$ cat config.mk
export PLATFORM = sky130hd
export DESIGN_NAME = serial_cordic_nco
export DESIGN_NICKNAME = d
export VERILOG_FILES = /design/src/rtl/scn_pkg.sv /design/src/rtl/scn_phase_acc.sv /design/src/rtl/scn_cordic_core.sv /design/src/rtl/scn_quad_fix.sv /design/src/rtl/serial_cordic_nco.sv
export SDC_FILE = /design/constraint.sdc
export NUM_CORES = 1
export LEC_CHECK = 0
export BUFFER_PORTS_ARGS = -buffer_cell sky130_fd_sc_hd__buf_4
export CORE_MARGIN = 2
export CORE_UTILIZATION = 45
export DETAILED_ROUTE_END_ITERATION = 12
export PLACE_DENSITY_LB_ADDON = 0.25
export SLEW_MARGIN = 15
export SYNTH_ARGS = -nofsm -noshare
export SYNTH_HDL_FRONTEND = slang
export SYNTH_SLANG_ARGS = --single-unit
$ cat constraint.sdc
create_clock -name clk -period 5.7 [get_ports clk]
set_input_delay 0.57 -clock clk [delete_from_list [all_inputs] [get_ports clk]]
set_output_delay 0.57 -clock clk [all_outputs]
set_load 0.1 [all_outputs]
$ cat src/rtl/scn_pkg.sv
`timescale 1ns/1ps
package scn_pkg;

   typedef enum logic [1:0] {
      QD_FIRST  = 2'd0,
      QD_SECOND = 2'd1,
      QD_THIRD  = 2'd2,
      QD_FOURTH = 2'd3
   } quad_e;

   localparam real PI_R = 3.14159265358979323846;

   // arctangent of 2^-i expressed as a fraction of one full turn
   function automatic real atan_turns(input int i);
      real x;
      real xsq;
      real term;
      real acc;
      if (i == 0) return 0.125;
      x    = 1.0 / (2.0 ** i);
      xsq  = x * x;
      term = x;
      acc  = 0.0;
      for (int k = 0; k < 40; k++) begin
         acc  = acc + (((k % 2) == 0) ? term : -term) / (2 * k + 1);
         term = term * xsq;
      end
      return acc / (2.0 * PI_R);
   endfunction

   // reciprocal of the CORDIC gain after n iterations
   function automatic real cordic_kinv(input int n);
      real p;
      p = 1.0;
      for (int i = 0; i < n; i++)
         p = p / $sqrt(1.0 + 1.0 / (4.0 ** i));
      return p;
   endfunction

endpackage

$ cat src/rtl/scn_phase_acc.sv
`timescale 1ns/1ps
module scn_phase_acc #(
   parameter int PW = 24
) (
   input  logic          clk,
   input  logic          rst_n,
   input  logic          adv,
   input  logic [PW-1:0] step,
   output logic [PW-1:0] phase
);

   always_ff @(posedge clk or negedge rst_n) begin
      if (!rst_n)   phase <= '0;
      else if (adv) phase <= phase + step;
   end

endmodule

$ cat src/rtl/scn_cordic_core.sv
`timescale 1ns/1ps
module scn_cordic_core
   import scn_pkg::*;
#(
   parameter int N  = 16,
   parameter int G  = 3,
   parameter int AW = N + 2,
   parameter int DW = N + G + 1,
   parameter int CW = $clog2(N)
) (
   input  logic                 clk,
   input  logic                 rst_n,
   input  logic                 ce,
   input  logic                 load,
   input  logic [CW-1:0]        iter,
   input  logic [AW-1:0]        angle,
   output logic signed [DW-1:0] res_x,
   output logic signed [DW-1:0] res_y,
   output quad_e                res_q
);

   localparam int ZW = AW;
   localparam int BW = (DW > ZW) ? DW : ZW;
   localparam logic signed [ZW-1:0] QTR = {{(ZW-1){1'b0}}, 1'b1} << (AW - 2);

   function automatic logic [BW-1:0] to_bits(input real v);
      logic [BW-1:0] r;
      real rem;
      r   = '0;
      rem = v;
      for (int b = BW - 1; b >= 0; b--) begin
         if (rem >= 2.0 ** b) begin
            r[b] = 1'b1;
            rem  = rem - 2.0 ** b;
         end
      end
      if (rem >= 0.5) r = r + 1'b1;
      return r;
   endfunction

   localparam logic [BW-1:0] X0_FULL =
      to_bits(cordic_kinv(N) * (2.0 ** (N - 1) - 1.0) * (2.0 ** G));
   localparam logic signed [DW-1:0] X0 = $signed(X0_FULL[DW-1:0]);

   logic signed [ZW-1:0] atan_tab [N];

   for (genvar g = 0; g < N; g++) begin : g_atan
      localparam logic [BW-1:0] A_FULL = to_bits(atan_turns(g) * (2.0 ** AW));
      assign atan_tab[g] = $signed(A_FULL[ZW-1:0]);
   end

   logic signed [DW-1:0] x_r, y_r, x_nx, y_nx, xs, ys;
   logic signed [ZW-1:0] z_r, z_nx;
   quad_e                q_r;

   assign xs = x_r >>> iter;
   assign ys = y_r >>> iter;

   always_comb begin
      if (!z_r[ZW-1]) begin
         x_nx = x_r - ys;
         y_nx = y_r + xs;
         z_nx = z_r - atan_tab[iter];
      end else begin
         x_nx = x_r + ys;
         y_nx = y_r - xs;
         z_nx = z_r + atan_tab[iter];
      end
   end

   always_ff @(posedge clk or negedge rst_n) begin
      if (!rst_n) begin
         x_r   <= '0;
         y_r   <= '0;
         z_r   <= '0;
         q_r   <= QD_FIRST;
         res_x <= '0;
         res_y <= '0;
         res_q <= QD_FIRST;
      end else if (ce) begin
         if (load) begin
            res_x <= x_nx;
            res_y <= y_nx;
            res_q <= q_r;
            x_r   <= X0;
            y_r   <= '0;
            z_r   <= {2'b00, angle[AW-3:0]};
            q_r   <= quad_e'(angle[AW-1 -: 2]);
         end else begin
            x_r <= x_nx;
            y_r <= y_nx;
            z_r <= z_nx;
         end
      end
   end

   AST_Z_BOUNDED: assert property (@(posedge clk) disable iff (!rst_n)
      (z_r < QTR) && (z_r > -QTR));

endmodule

$ cat src/rtl/scn_quad_fix.sv
`timescale 1ns/1ps
module scn_quad_fix
   import scn_pkg::*;
#(
   parameter int N  = 16,
   parameter int G  = 3,
   parameter int DW = N + G + 1
) (
   input  logic                 clk,
   input  logic                 rst_n,
   input  logic                 ce,
   input  logic signed [DW-1:0] vx,
   input  logic signed [DW-1:0] vy,
   input  quad_e                quad,
   output logic signed [N-1:0]  cos_r,
   output logic signed [N-1:0]  sin_r
);

   localparam logic signed [DW-1:0] LIM  = ({{(DW-1){1'b0}}, 1'b1} << (N - 1)) - 1'b1;
   localparam logic signed [DW-1:0] HALF = {{(DW-1){1'b0}}, 1'b1} << (G - 1);

   function automatic logic signed [N-1:0] shrink(input logic signed [DW-1:0] v);
      logic signed [DW-1:0] r;
      r = (v + HALF) >>> G;
      if (r > LIM)       r = LIM;
      else if (r < -LIM) r = -LIM;
      return r[N-1:0];
   endfunction

   logic signed [N-1:0] c_s, s_s, c_nx, s_nx;

   assign c_s = shrink(vx);
   assign s_s = shrink(vy);

   always_comb begin
      unique case (quad)
         QD_FIRST:  begin c_nx =  c_s; s_nx =  s_s; end
         QD_SECOND: begin c_nx = -s_s; s_nx =  c_s; end
         QD_THIRD:  begin c_nx = -c_s; s_nx = -s_s; end
         default:   begin c_nx =  s_s; s_nx = -c_s; end
      endcase
   end

   always_ff @(posedge clk or negedge rst_n) begin
      if (!rst_n) begin
         cos_r <= '0;
         sin_r <= '0;
      end else if (ce) begin
         cos_r <= c_nx;
         sin_r <= s_nx;
      end
   end

endmodule

$ cat src/rtl/serial_cordic_nco.sv
`timescale 1ns/1ps
module serial_cordic_nco
   import scn_pkg::*;
#(
   parameter int N  = 16,
   parameter int G  = 3,
   parameter int PW = 24
) (
   input  logic                clk,
   input  logic                rst_n,
   input  logic                ce,
   input  logic [PW-1:0]       phase_step,
   output logic signed [N-1:0] sin_out,
   output logic signed [N-1:0] cos_out,
   output logic                out_valid
);

   localparam int AW = N + 2;
   localparam int DW = N + G + 1;
   localparam int CW = $clog2(N);
   localparam int TW = $clog2(2 * N + 4) + 1;
   localparam logic [TW-1:0] FIRST_AT = TW'(2 * N + 2);
   localparam logic [TW-1:0] SAT_AT   = TW'(2 * N + 3);
   localparam logic signed [N-1:0] MIN_CODE = {1'b1, {(N-1){1'b0}}};

   if (N < 8 || N > 128) begin : g_bad_n
      $error("serial_cordic_nco: N must lie in 8..128");
   end
   if (PW < N + 2) begin : g_bad_pw
      $error("serial_cordic_nco: PW must be at least N+2");
   end
   if (G < 1 || G > 8) begin : g_bad_g
      $error("serial_cordic_nco: G must lie in 1..8");
   end

   logic [CW-1:0] iter;
   logic          frame_end, primed, v1, v2;
   logic [PW-1:0] acc;
   logic signed [DW-1:0] rx, ry;
   quad_e         rq;
   logic signed [N-1:0] fc, fs;

   assign frame_end = ce && (iter == CW'(N - 1));

   always_ff @(posedge clk or negedge rst_n) begin
      if (!rst_n) begin
         iter   <= '0;
         primed <= 1'b0;
         v1     <= 1'b0;
         v2     <= 1'b0;
      end else if (ce) begin
         iter   <= frame_end ? '0 : iter + 1'b1;
         primed <= primed | frame_end;
         v1     <= frame_end & primed;
         v2     <= v1;
      end
   end

   scn_phase_acc #(.PW(PW)) u_acc (
      .clk   (clk),
      .rst_n (rst_n),
      .adv   (frame_end),
      .step  (phase_step),
      .phase (acc)
   );

   scn_cordic_core #(.N(N), .G(G), .AW(AW), .DW(DW), .CW(CW)) u_core (
      .clk   (clk),
      .rst_n (rst_n),
      .ce    (ce),
      .load  (frame_end),
      .iter  (iter),
      .angle (acc[PW-1 -: AW]),
      .res_x (rx),
      .res_y (ry),
      .res_q (rq)
   );

   scn_quad_fix #(.N(N), .G(G), .DW(DW)) u_fix (
      .clk   (clk),
      .rst_n (rst_n),
      .ce    (ce),
      .vx    (rx),
      .vy    (ry),
      .quad  (rq),
      .cos_r (fc),
      .sin_r (fs)
   );

   always_ff @(posedge clk or negedge rst_n) begin
      if (!rst_n) begin
         out_valid <= 1'b0;
         sin_out   <= '0;
         cos_out   <= '0;
      end else begin
         out_valid <= ce & v2;
         if (ce && v2) begin
            sin_out <= fs;
            cos_out <= fc;
         end
      end
   end

   // checker state: enabled edges since reset and since the last pulse
   logic [TW-1:0] ce_total, gap;
   logic          seen_valid;

   always_ff @(posedge clk or negedge rst_n) begin
      if (!rst_n) begin
         ce_total   <= '0;
         gap        <= '0;
         seen_valid <= 1'b0;
      end else begin
         if (ce && ce_total != SAT_AT) ce_total <= ce_total + 1'b1;
         if (out_valid)  gap <= ce ? TW'(1) : '0;
         else if (ce)    gap <= gap + 1'b1;
         if (out_valid)  seen_valid <= 1'b1;
      end
   end

   AST_FIRST_LATENCY: assert property (@(posedge clk) disable iff (!rst_n)
      out_valid && !seen_valid |-> ce_total == FIRST_AT);
   AST_SAMPLE_PERIOD: assert property (@(posedge clk) disable iff (!rst_n)
      out_valid && seen_valid |-> gap == TW'(N));
   AST_PULSE_SINGLE: assert property (@(posedge clk) disable iff (!rst_n)
      out_valid |=> !out_valid);
   AST_STALL_FREEZE: assert property (@(posedge clk) disable iff (!rst_n)
      !ce |=> !out_valid && $stable(sin_out) && $stable(cos_out));
   AST_NO_MIN_CODE: assert property (@(posedge clk) disable iff (!rst_n)
      out_valid |-> (sin_out != MIN_CODE) && (cos_out != MIN_CODE));
   AST_HOLD_BETWEEN: assert property (@(posedge clk) disable iff (!rst_n)
      !out_valid |-> $stable(sin_out) && $stable(cos_out));

endmodule

* Yosys cells after proc, flatten, opt, wreduce, memory -nomap -nowiden
Memory sizes are Yosys's and may differ from the RTL's.
Cells that the tools add are included.
W data, S select, Z words.
** Word-level totals
- Output and inout bits :: 33
- Memories :: 1
- Logic and storage cells :: 63
- Bits in read-only memories :: 288
- Bits in registers :: 198
** Memories
- (name not given) :: depth 16, width 18, rd ports 1, clocked after memory_dff 0, write ports 0, RTL line scn_cordic_core.sv:63 : z_nx = z_r - atan_tab[iter];
** Operators by class
- Shifts and indexed selects :: 2
- Bitwise logic cells :: 4
- $lt $le $gt $ge :: 5
- Equality and inequality tests :: 3
- Reductions and logical operators :: 4
- Multiplexer cells :: 15
- $add $sub $neg :: 12
** Operator list (number)
- $pmux W16 S3 :: 2
- $mux W20 :: 4
- $mux W18 :: 4
- $mux W16 :: 4
- $add A20 B20 Y20 :: 2
- $add A20 B4 Y20 const B :: 2
- $sshr A20 B4 Y20 :: 2
- $sub A20 B20 Y20 :: 2
- $gt A17 B16 Y1 const B :: 2
- $lt A17 B16 Y1 const B :: 2
- $neg A16 Y16 :: 2
- $add A24 B24 Y24 :: 1
- $add A18 B18 Y18 :: 1
- $sub A18 B18 Y18 :: 1
- $ge A5 B5 Y1 const B :: 1
- $not A4 Y5 :: 1
- $add A4 B1 Y4 const B :: 1
- $eq A4 B4 Y1 const B :: 1
- $mux W4 :: 1
- $and A1 B1 Y1 :: 2
- $eq A2 B1 Y1 const B :: 1
- $eq A2 B2 Y1 const B :: 1
- $logic_and A1 B1 Y1 :: 2
- $logic_not A2 Y1 :: 1
- 2 further kinds :: 2

* Depth between registers and ports, before layout
Gate-level depths: netlist of run 1.
- Depth after elaboration :: 7
- Depth in mapped cells :: 24

* Modules after synthesis
Synthesis of run 1 repeated with hierarchy kept, for this count alone.
** Second synthesis, totals
- Cell total of the unflattened synthesis :: 2004
- Area, all modules :: 18101.1 µm²
** Modules (own cells, without submodules)
- scn_cordic_core :: times used 1, cells an instance 1085, area each 9831.9 µm²
- scn_quad_fix :: times used 1, cells an instance 614, area each 4581.9 µm²
- scn_phase_acc :: times used 1, cells an instance 208, area each 2047.0 µm²
- serial_cordic_nco :: times used 1, cells an instance 97, area each 1640.3 µm²

* Least setup slack after synthesis of run 1
No wires, ideal clock.
- Path kind :: register to register
- Start point :: register iter[1]
- End point :: register u_core.x_r[19]
- Stages on the path, launching flop included :: 25
- Buffers on the path :: 4
- Period minus slack after synthesis :: 4.604 ns
- Path slack :: 1.096 ns
- Data arrival time :: 4.472 ns
- Data required time :: 5.568 ns
- Cell sequence :: dfrtp_1 -> buf_2 -> buf_4 -> buf_2 -> buf_1 -> mux4_2 -> nor2_1 -> a21oi_1 -> o21ai_0 -> and3_1 -> nand2_1 -> nor2_1 -> a21oi_1 -> xnor2_1 -> ha_1 -> nor2_1 -> a21oi_1 -> nand4_1 -> a211oi_1 -> o31ai_1 -> o21ai_0 -> nor4_1 -> nor3_1 -> xnor2_1 -> o2bb2ai_1
** On the way
- Word-level cells in the longest chain between the ends :: 4
** RTL lines
- start, declared :: RTL line serial_cordic_nco.sv:36 : logic [CW-1:0] iter;
- start signal, assigned :: RTL line serial_cordic_nco.sv:52 : iter <= frame_end ? '0 : iter + 1'b1;
- $sshr A20 B4 Y20 :: RTL line scn_cordic_core.sv:57 : assign ys = y_r >>> iter;
- $sub A20 B20 Y20 or $add A20 B20 Y20 (tied branches) :: RTL line scn_cordic_core.sv:61, scn_cordic_core.sv:65
- $mux W20 :: RTL line scn_cordic_core.sv:60 : if (!z_r[ZW-1]) begin
- $mux W20 (*) :: RTL line scn_cordic_core.sv:81 : if (load) begin
- end signal, assigned :: RTL line scn_cordic_core.sv:90 : x_r <= x_nx;
- end, declared :: RTL line scn_cordic_core.sv:52 : logic signed [DW-1:0] x_r, y_r, x_nx, y_nx, xs, ys;
Mark *: on every way between the ends. The rest lies on a longest branch, timed or not.
A chain may end at the register's enable or synchronous reset.

* Worst setup path in the final report of run 1
- Start point :: register iter[0]
- End point :: register u_core.z_r[16]
** On the way
- Word-level cells in the longest chain between the ends :: 7
** RTL lines
- $not A4 Y5 (not written as such) :: RTL line scn_cordic_core.sv:63, scn_cordic_core.sv:67
- $mem_v2 Z16 W18
- $mux W18 (not written as such) (2 in a row) :: RTL line scn_cordic_core.sv:63
- $sub A18 B18 Y18 or $add A18 B18 Y18 (tied branches) :: RTL line scn_cordic_core.sv:63, scn_cordic_core.sv:67
- $mux W18 :: RTL line scn_cordic_core.sv:60
- $mux W18 (*) :: RTL line scn_cordic_core.sv:81
- end signal, assigned :: RTL line scn_cordic_core.sv:87 : z_r <= {2'b00, angle[AW-3:0]};
- end signal, assigned :: RTL line scn_cordic_core.sv:92 : z_r <= z_nx;
- end, declared :: RTL line scn_cordic_core.sv:53 : logic signed [ZW-1:0] z_r, z_nx;
Mark *: on every way between the ends. The rest lies on a longest branch, timed or not. The select of a mux whose other input is x is not followed.

==> impl_metrics.json, run 1 <==
{
  "place_ws_ps": 389,
  "synth_edf_count": 0,
  "portBuffers": 59,
  "hold_path.class": "in -> async",
  "grt_overflow": 0,
  "grt_pass1_vias": 14800,
  "final_common_cell": "nand2_1",
  "synth_nets": 2184,
  "postRouteAntennaNets": 0,
  "cts_setup_buffers": 0,
  "drtIter0Drc": 1146,
  "critPathCaptureType": "flop",
  "ys_seq_area_frac": 0.280,
  "synthCells": 2063,
  "worstSetupPathType": "reg -> reg",
  "route.detailed.drc": 0,
  "ys_seq_elements": 194,
  "grt_pass1_wl_um": 80100,
  "fmax_ghz": 0.193,
  "min_period_ps": 5180,
  "async_reset_ff_frac": 1.00,
  "cp_slowest_cell": "dfrtp_4",
  "worst_slew_pin_slew_ps": 996,
  "crit_fanout": 23,
  "hold_viol": 0,
  "cts_htree_levels": 4,
  "ys_warn_count": 0,
  "numCtsBuffers": 17,
  "grt_setup_unrepaired": "false",
  "path_clk_slew_ps": 90,
  "initial_core_util": 0.459,
  "cp-startpoint": "iter[0]$_DFFE_PN0P_",
  "dr.pass1.iters": 6,
  "relSlewSlack": 0.336,
  "design.portCount": 60,
  "run_status": "completed",
  "wl_per_cell_um": 19.2,
  "nets": 2163,
  "final_cell_mix": "nand2_1 (210), nor2_1 (205), dfrtp_1 (190)",
  "clk_latency_ps": 470,
  "vias_per_cell": 6.10,
  "antenna_cells": 0,
  "clockBufferDepth": 2,
  "wl_um": 49400,
  "final.setup.tns_ps": 0,
  "r2r-start": "iter[0]$_DFFE_PN0P_",
  "period_share": 0.910,
  "tritoncts": "yes",
  "synth.distinct_cells": 92,
  "slowest_delay_ps": 660,
  "core_area_sq_um": 37800,
  "grt_max_degree": 111,
  "drv_cap": 0,
  "drive_gt1_frac": 0.128,
  "place.gp.congestion": 0.944,
  "cts.sinks": 194,
  "regToRegSetupSlack_ps": 520,
  "dieArea_sq_um": 40200,
  "finalWorstSetupSlack_ps": 516,
  "rows": 71,
  "groute.usage.overall": 0.245,
  "crit_top_cell": "a21o_1",
  "required_ps": 6080,
  "antenna_found_initial": 0,
  "die_w_um": 200,
  "route.vias.total": 15600,
  "maxSlewViolCount": 0,
  "die_h_um": 200,
  "clock-root-buffer": "clkbuf_16",
  "area_growth_pct": 8.08,
  "hold_slack_ps": 234,
  "synth.avg_cell_area_sq_um": 8.42,
  "syn_area_sq_um": 17400,
  "setup_viol": 0,
  "fin_skew_ps": 15.9,
  "dpl.hpwl_um": 37200,
  "start_kind": "flop",
  "synth_ff_type": "dfrtp_1",
  "crit_chain": "buf_4, inv_1, ha_1, nand2_1, o21ai_0, a21o_1, ha_1, nor2_1, a21oi_1, fa_1, a21o_1, a21o_1, a21o_1, o31a_1, a41oi_1, a21oi_1, a31oi_1, o21ai_0, xnor2_1, o31ai_1",
  "arrival_ps": 5560
}
==> per-stage QoR <==
| stage | util | std cells | area [sq um] |
|---|---|---|---|
| after floorplan | - | 2063 | 17400 |
| after global placement | 0.480 | 2534 | 18200 |
| after detailed placement | 0.480 | 2534 | 18200 |
| after CTS | 0.496 | 2566 | 18800 |
| after global routing | 0.496 | 2566 | 18800 |
| final | 0.496 | 2566 | 18800 |
==> worst max-delay path, delay by kind of cell, from the launching register on <==
kind / cells / cell delay, ps
AOI/OAI and AO/OA: 12 / 2300
adders and majority gates: 3 / 1140
DFF: 1 / 660
buffers and inverters: 2 / 620
and+or+nand+nor: 2 / 220
xor gates and xnor gates: 1 / 140
==> flip-flops by register name, summed over array words and instances (netlist names) <==
signal	cells
cos_out	16
u_core.res_q	2
u_core.res_x	18
iter	4
u_core.z_r	18
u_core.x_r	20
v2	1
u_core.q_r	2
u_fix.cos_r	16
u_fix.sin_r	16
u_acc.phase	24
sin_out	16
u_core.res_y	18
primed	1
v1	1
u_core.y_r	20
out_valid	1
==> cells by family after synthesis <==
logic type      Yosys count  synth area share
compound gates          603             0.229
xor+xnor                150            0.0757
fa+ha+maj               101            0.0735
buf+inv                 191            0.0447
flops                   194             0.280
mux                     125             0.103
simple gates            699             0.194
==> layer usage <==
layer,up-vias,part of all wire,track usage
li1,7525,-,-
met1,7519,0.45,0.329
met2,510,0.46,0.400
met3,94,0.055,0.0338
met4,0,0.034,0.0974
met5,-,0,0
==> area by class of cell <==
cell class,instances,area [sq um]
Fill cell,3632,19100
Multi-Input combinational cell,1678,11700
Sequential cell,194,4860
Timing Repair Buffer,93,704
Tap cell,511,639
Clock buffer,20,467
Inverter,58,218
Clock inverter,12,136
==> worst paths after layout <==
path | endpoint | cells after the start
min in group clk | u_acc.phase[0]$_DFFE_PN0P_ | 3
setup / recovery | u_core.z_r[16]$_DFFE_PN0P_ | 20
setup reg to reg | u_core.z_r[16]$_DFFE_PN0P_ | 20
hold reg to reg | u_acc.phase[23]$_DFFE_PN0P_ | 1
max in group asynchronous | u_core.res_x[17]$_DFFE_PN0P_ | 2
hold / removal | cos_out[4]$_DFFE_PN0P_ | 1
==> Yosys cell counts, drive strengths merged (8+ instances only) <==
master	n	area, sq um
nor4	12	81.3
or3	18	113
and3	25	156
or2	12	75.1
mux2i	39	390
or4	9	82.6
xnor2	95	832
a31oi	47	309
o21a	12	90.1
nor3	38	201
nor2b	20	125
nand2	213	805
ha	90	1130
o211ai	23	183
o22a	10	87.6
nand3	52	260
a21boi	9	67.6
nor2	206	776
xor2	55	482
inv	57	214
o2bb2ai	26	228
clkbuf	98	368
and2	17	106
nor3b	12	95.1
a31o	8	70.1
a211oi	14	110
o21ai	155	779
o31ai	25	193
mux4	38	856
nand4	17	151
dfrtp	194	4850
mux2	48	541
o22ai	18	113
buf	35	190
a21o	29	218
a21oi	143	716
nand2b	29	181
==> what timing repair did <==
action	CTS	global route
gates resized for setup	0	1
hold buffers	0	0
endpoints found under the setup margin	0	2
Power of run 1 is left out: the tool's default activity adds up to more than one toggle a clock period on the data nets, which glitch-free logic cannot reach.
==> run 2: changes to the inputs <==
==> constraint.sdc (replaced) <==
create_clock -name clk -period 5 [get_ports clk]
set_input_delay 0.5 -clock clk [delete_from_list [all_inputs] [get_ports clk]]
set_output_delay 0.5 -clock clk [all_outputs]
set_load 0.1 [all_outputs]
==> impl_metrics.json, run 2 (synthesis gave the netlist of run 1 again) <==
{
  "hold_path.class": "in -> async",
  "dp_cells": 2546,
  "cts.sinks": 194,
  "tritoncts": "yes",
  "slowest_delay_ps": 590,
  "place_area_sq_um": 18300,
  "final_cell_mix": "nand2_1 (210), nor2_1 (205), dfrtp_1 (188)",
  "maxSlewViolCount": 0,
  "relSlewSlack": 0.297,
  "final_common_cell": "nand2_1",
  "wl_um": 50500,
  "arrival_ps": 5110,
  "cts_htree_levels": 4,
  "die_w_um": 200,
  "largest_reg_flops": 24,
  "crit_chain": "nand2_1, or3_1, or4_4, a221oi_2, nand4_4, a31oi_1, ha_1, o211ai_2, or4_1, o211ai_1, o21ai_0, o21ai_0, o22a_1",
  "largestRegisters": "u_acc.phase x24, u_core.x_r x20, u_core.y_r x20",
  "numCtsBuffers": 17,
  "final_design_area_no_fill_sq_um": 19000,
  "crit_fanout": 10,
  "nets": 2177,
  "clock-root-buffer": "clkbuf_16",
  "groute.usage.overall": 0.250,
  "clockBufferDepth": 2,
  "setup_viol": 0,
  "regMostFlops": "u_acc.phase",
  "worst_slew_pin_slew_ps": 1050,
  "min_period_ps": 4690,
  "drive_gt1_frac": 0.139,
  "drtIter0Drc": 1150,
  "antenna_found_initial": 0,
  "grt_pass1_wl_um": 81400,
  "design.portCount": 60,
  "route.detailed.drc": 0,
  "postRouteAntennaNets": 0,
  "cp_slowest_cell": "or3_1",
  "route.vias.total": 15700,
  "critPathCaptureType": "flop",
  "period_share": 0.939,
  "start_kind": "flop",
  "crit_top_cell": "o21ai_0",
  "nFillCells": 3642,
  "fin_cells": 2579,
  "dpl.hpwl_um": 37400,
  "rows": 71,
  "hold_viol": 0,
  "antenna_cells": 0,
  "hold_buffers": 0,
  "dieArea_sq_um": 40200,
  "area_growth_pct": 9.52,
  "clk_latency_ps": 480,
  "drv_cap": 0,
  "portBuffers": 59,
  "run_status": "completed",
  "dr.pass1.iters": 6,
  "grt_max_degree": 109,
  "required_ps": 5420,
  "fmax_ghz": 0.213,
  "path_clk_slew_ps": 80,
  "vias_per_cell": 6.09,
  "wl_per_cell_um": 19.6,
  "worstSetupPathType": "reg -> reg",
  "grt_overflow": 0,
  "die_h_um": 200,
  "initial_core_util": 0.459,
  "fin_skew_ps": 14.4,
  "grt_pass1_vias": 14800,
  "place.gp.congestion": 0.983,
  "core_area_sq_um": 37800
}
==> run 2: changes by cell type in the layout (fill, tap and decap cells not counted), moves of 3 or more <==
cell	previous run	this run
o21ai_0	151	146
buf_4	92	99
a21oi_2	0	3
dfrtp_2	3	6
a21oi_1	143	140
clkinv_8	4	0
buf_12	0	6
o21ai_1	3	8
bufinv_16	0	3
==> run 2: per-stage QoR <==
step | worst slack, ps | hold slack, ps | setup TNS (ps) | util
final | 307 | 55.1 | 0 | 0.503
after detailed placement | 170 | 456 | 0 | 0.484
after floorplan | 396 | 204 | 0 | -
after global placement | 275 | 449 | 0 | 0.484
after global routing | -3.51 | 132 | -3.51 | 0.503
after CTS | 127 | 97.9 | 0 | 0.500
==> run 2: path summary, 6_finish.rpt <==
path	start	endpoint	slack, ps	cells after the start
max	u_core.res_x[9]$_DFFE_PN0P_	u_fix.cos_r[6]$_DFFE_PN0P_	310	13
min	rst_n	cos_out[4]$_DFFE_PN0P_	60	1
max reg2reg	u_core.res_x[9]$_DFFE_PN0P_	u_fix.cos_r[6]$_DFFE_PN0P_	310	13
min reg2reg	primed$_DFFE_PN0P_	primed$_DFFE_PN0P_	470	1
max in group asynchronous	rst_n	iter[1]$_DFFE_PN0P_	3850	2
min in group clk	phase_step[0]	u_acc.phase[0]$_DFFE_PN0P_	390	3
==> run 2: critical path, delay by kind of cell (launching register included) <==
family	cells	cell delay (ps)
AND/OR/NAND/NOR	5	2100
AO/OA/AOI/OAI	7	1640
flip-flops	1	520
adder cells (fa/ha/maj)	1	360
==> run 2: cell type report <==
type / instances / area [sq um] / share of cell area
Inverter: 58 / 218 / 0.0114
Clock buffer: 19 / 443 / 0.0233
Sequential cell: 194 / 4860 / 0.256
Multi-Input combinational cell: 1678 / 11800 / 0.620
Clock inverter: 12 / 166 / 0.00875
Tap cell: 511 / 639 / 0.0336
Timing Repair Buffer: 107 / 902 / 0.0474
==> run 2: what timing repair did <==
item | in CTS | in global routing
resized for setup | 0 | 19
setup endpoints to repair | 0 | 17
setup buffers | 0 | 1
==> run 2: per-layer routing <==
layer	wire length, um	GRT usage	share of wire
met1	22300	0.332	0.44
met2	24200	0.419	0.48
met3	2510	0.0313	0.050
met4	1550	0.0931	0.031
met5	0	0	0
Power of run 2 is left out for the same reason.
==> run 3: changes to the inputs <==
--- a/config.mk
+++ b/config.mk
@@ -5,6 +5,7 @@
 export SDC_FILE = /design/constraint.sdc
 export NUM_CORES = 1
 export LEC_CHECK = 0
+export ABC_AREA = 1
 export BUFFER_PORTS_ARGS = -buffer_cell sky130_fd_sc_hd__buf_4
 export CORE_MARGIN = 2
 export CORE_UTILIZATION = 45
==> impl_metrics.json, run 3 <==
{
  "grt_overflow": 0,
  "worst_slew_pin_slew_ps": 1140,
  "groute.usage.overall": 0.262,
  "core_area_sq_um": 36700,
  "wl_um": 50300,
  "maxSlewViolCount": 0,
  "final_design_area_no_fill_sq_um": 18300,
  "critPathCaptureType": "flop",
  "seq_area_sq_um": 4860,
  "fin_skew_ps": 22.6,
  "clockBufferDepth": 2,
  "postRouteAntennaNets": 0,
  "die_w_um": 197,
  "largestRegisters": "u_acc.phase x24, u_core.x_r x20, u_core.y_r x20",
  "r2r_cells": 28,
  "numCtsBuffers": 17,
  "fin_cells": 3023,
  "r2r-start": "iter[0]$_DFFE_PN0P_",
  "period_share": 0.926,
  "portBuffers": 59,
  "final.setup.tns_ps": 0,
  "vias_per_cell": 5.45,
  "synth_area_leader_cell": "dfrtp_1",
  "grt_max_degree": 101,
  "antenna_found_initial": 0,
  "crit_fanout": 39,
  "dp_cells": 2987,
  "area_growth_pct": 8.76,
  "slowest_delay_ps": 570,
  "fmax_ghz": 0.216,
  "crit_top_cell": "nand2_1",
  "relSlewSlack": 0.242,
  "dr.pass1.iters": 5,
  "synth_area_leaders": "dfrtp_1 (29%), nand2_1 (17%), o21ai_0 (8.0%), ha_1 (6.7%), inv_1 (6.1%)",
  "rows": 70,
  "path_clk_slew_ps": 80,
  "final_cell_mix": "nand2_1 (749), inv_1 (274), o21ai_0 (264)",
  "design.portCount": 60,
  "yosysMostFrequentCell": "nand2_1",
  "synth.avg_cell_area_sq_um": 6.65,
  "route.detailed.drc": 0,
  "arrival_ps": 4970,
  "drv_cap": 0,
  "run_status": "completed",
  "ys_seq_area_frac": 0.289,
  "utilization": 0.498,
  "synthCells": 2527,
  "place.gp.congestion": 0.960,
  "grt_pass1_wl_um": 81400,
  "hold_path.class": "in -> async",
  "final_common_cell": "nand2_1",
  "nets": 2663,
  "clk_latency_ps": 470,
  "regMostFlops": "u_acc.phase",
  "required_ps": 5340,
  "wl_per_cell_um": 16.6,
  "synth_edf_count": 0,
  "regToRegSetupSlack_ps": 370,
  "cts.sinks": 194,
  "multi_input_area_sq_um": 10500,
  "route.vias.total": 16500,
  "largest_reg_flops": 24,
  "place_area_sq_um": 17600,
  "hold_viol": 0,
  "ys_warn_count": 0,
  "async_reset_ff_frac": 1.00,
  "synth_nets": 2648,
  "clock-root-buffer": "clkbuf_16",
  "r2r_end": "u_core.y_r[18]$_DFFE_PN0P_",
  "syn_area_sq_um": 16800,
  "drtIter0Drc": 1188,
  "synth.distinct_cells": 62,
  "die_h_um": 197,
  "synthTopCellsByCount": "nand2_1 (749), inv_1 (275), o21ai_0 (270), dfrtp_1 (194), nand3_1 (150)",
  "tritoncts": "yes",
  "yosysTopAreaCellShare": 0.289,
  "antenna_cells": 0,
  "start_kind": "flop",
  "dieArea_sq_um": 38900,
  "synth_ff_type": "dfrtp_1",
  "setup_viol": 0,
  "worstSetupPathType": "reg -> reg",
  "initial_core_util": 0.458,
  "nFillCells": 3768,
  "cp_slowest_cell": "dfrtp_4",
  "cts_htree_levels": 4,
  "ys_seq_elements": 194,
  "min_period_ps": 4630,
  "grt_pass1_vias": 15700,
  "dpl.hpwl_um": 38400,
  "drive_gt1_frac": 0.0877
}
==> run 3: metal layers <==
metal	track usage	wire length, um	up-vias
met2	0.442	23600	429
met1	0.342	22700	7618
met3	0.0350	2460	86
li1	-	-	8338
met4	0.103	1510	0
met5	0	0	-
==> run 3: final cells by class <==
class	count	area share
sequential	194	0.266
clock buffer	19	0.0237
multi-input combinational	1952	0.572
timing repair buffer	90	0.0390
inverter	287	0.0591
clock inverter	13	0.00774
tap	468	0.0320
==> run 3: how the worst max path moves through the flow <==
stage                         from                          to  slack [ps]  cells after the start
6_report       iter[0]$_DFFE_PN0P_  u_core.y_r[18]$_DFFE_PN0P_         370                     28
5_1_grt        iter[0]$_DFFE_PN0P_  u_core.y_r[19]$_DFFE_PN0P_         -10                     30
4_1_cts        iter[0]$_DFFE_PN0P_  u_core.y_r[18]$_DFFE_PN0P_         170                     24
3_5_place_dp   iter[0]$_DFFE_PN0P_  u_core.y_r[18]$_DFFE_PN0P_         190                     24
3_3_place_gp   iter[0]$_DFFE_PN0P_  u_core.y_r[18]$_DFFE_PN0P_         260                     24
2_1_floorplan  iter[0]$_DFFE_PN0P_  u_core.x_r[14]$_DFFE_PN0P_        1020                     31
==> run 3: logic make-up after synthesis <==
family | count (synthesis) | share of synthesized area
compound gates | 552 | 0.182
xor+xnor | 114 | 0.0603
fa+ha+maj | 94 | 0.0718
buf+inv | 381 | 0.0901
flops | 194 | 0.289
mux | 9 | 0.00536
simple gates | 1183 | 0.301
==> run 3: critical path: cells and delay by family (launching register included) <==
kind                       cells  cell delay (ps)
and+or+nand+nor               16             2000
xor gates and xnor gates       1              150
buffers and inverters          2              270
AOI/OAI and AO/OA              7              990
adders and majority gates      2              490
DFF                            1              570
==> run 3: what timing repair did <==
action,in CTS,in global routing
hold buffers,0,0
hold endpoints to repair,0,0
setup endpoints to repair,0,29
gates resized for setup,0,14
buffers inserted,0,4
==> run 3: metrics by stage <==
step	hold slack, ps	setup slack, ps
after CTS	146	165
after detailed placement	442	189
final	114	370
after global routing	179	-9.90
after floorplan	204	1020
after global placement	436	258
Power of run 3 is left out for the same reason.
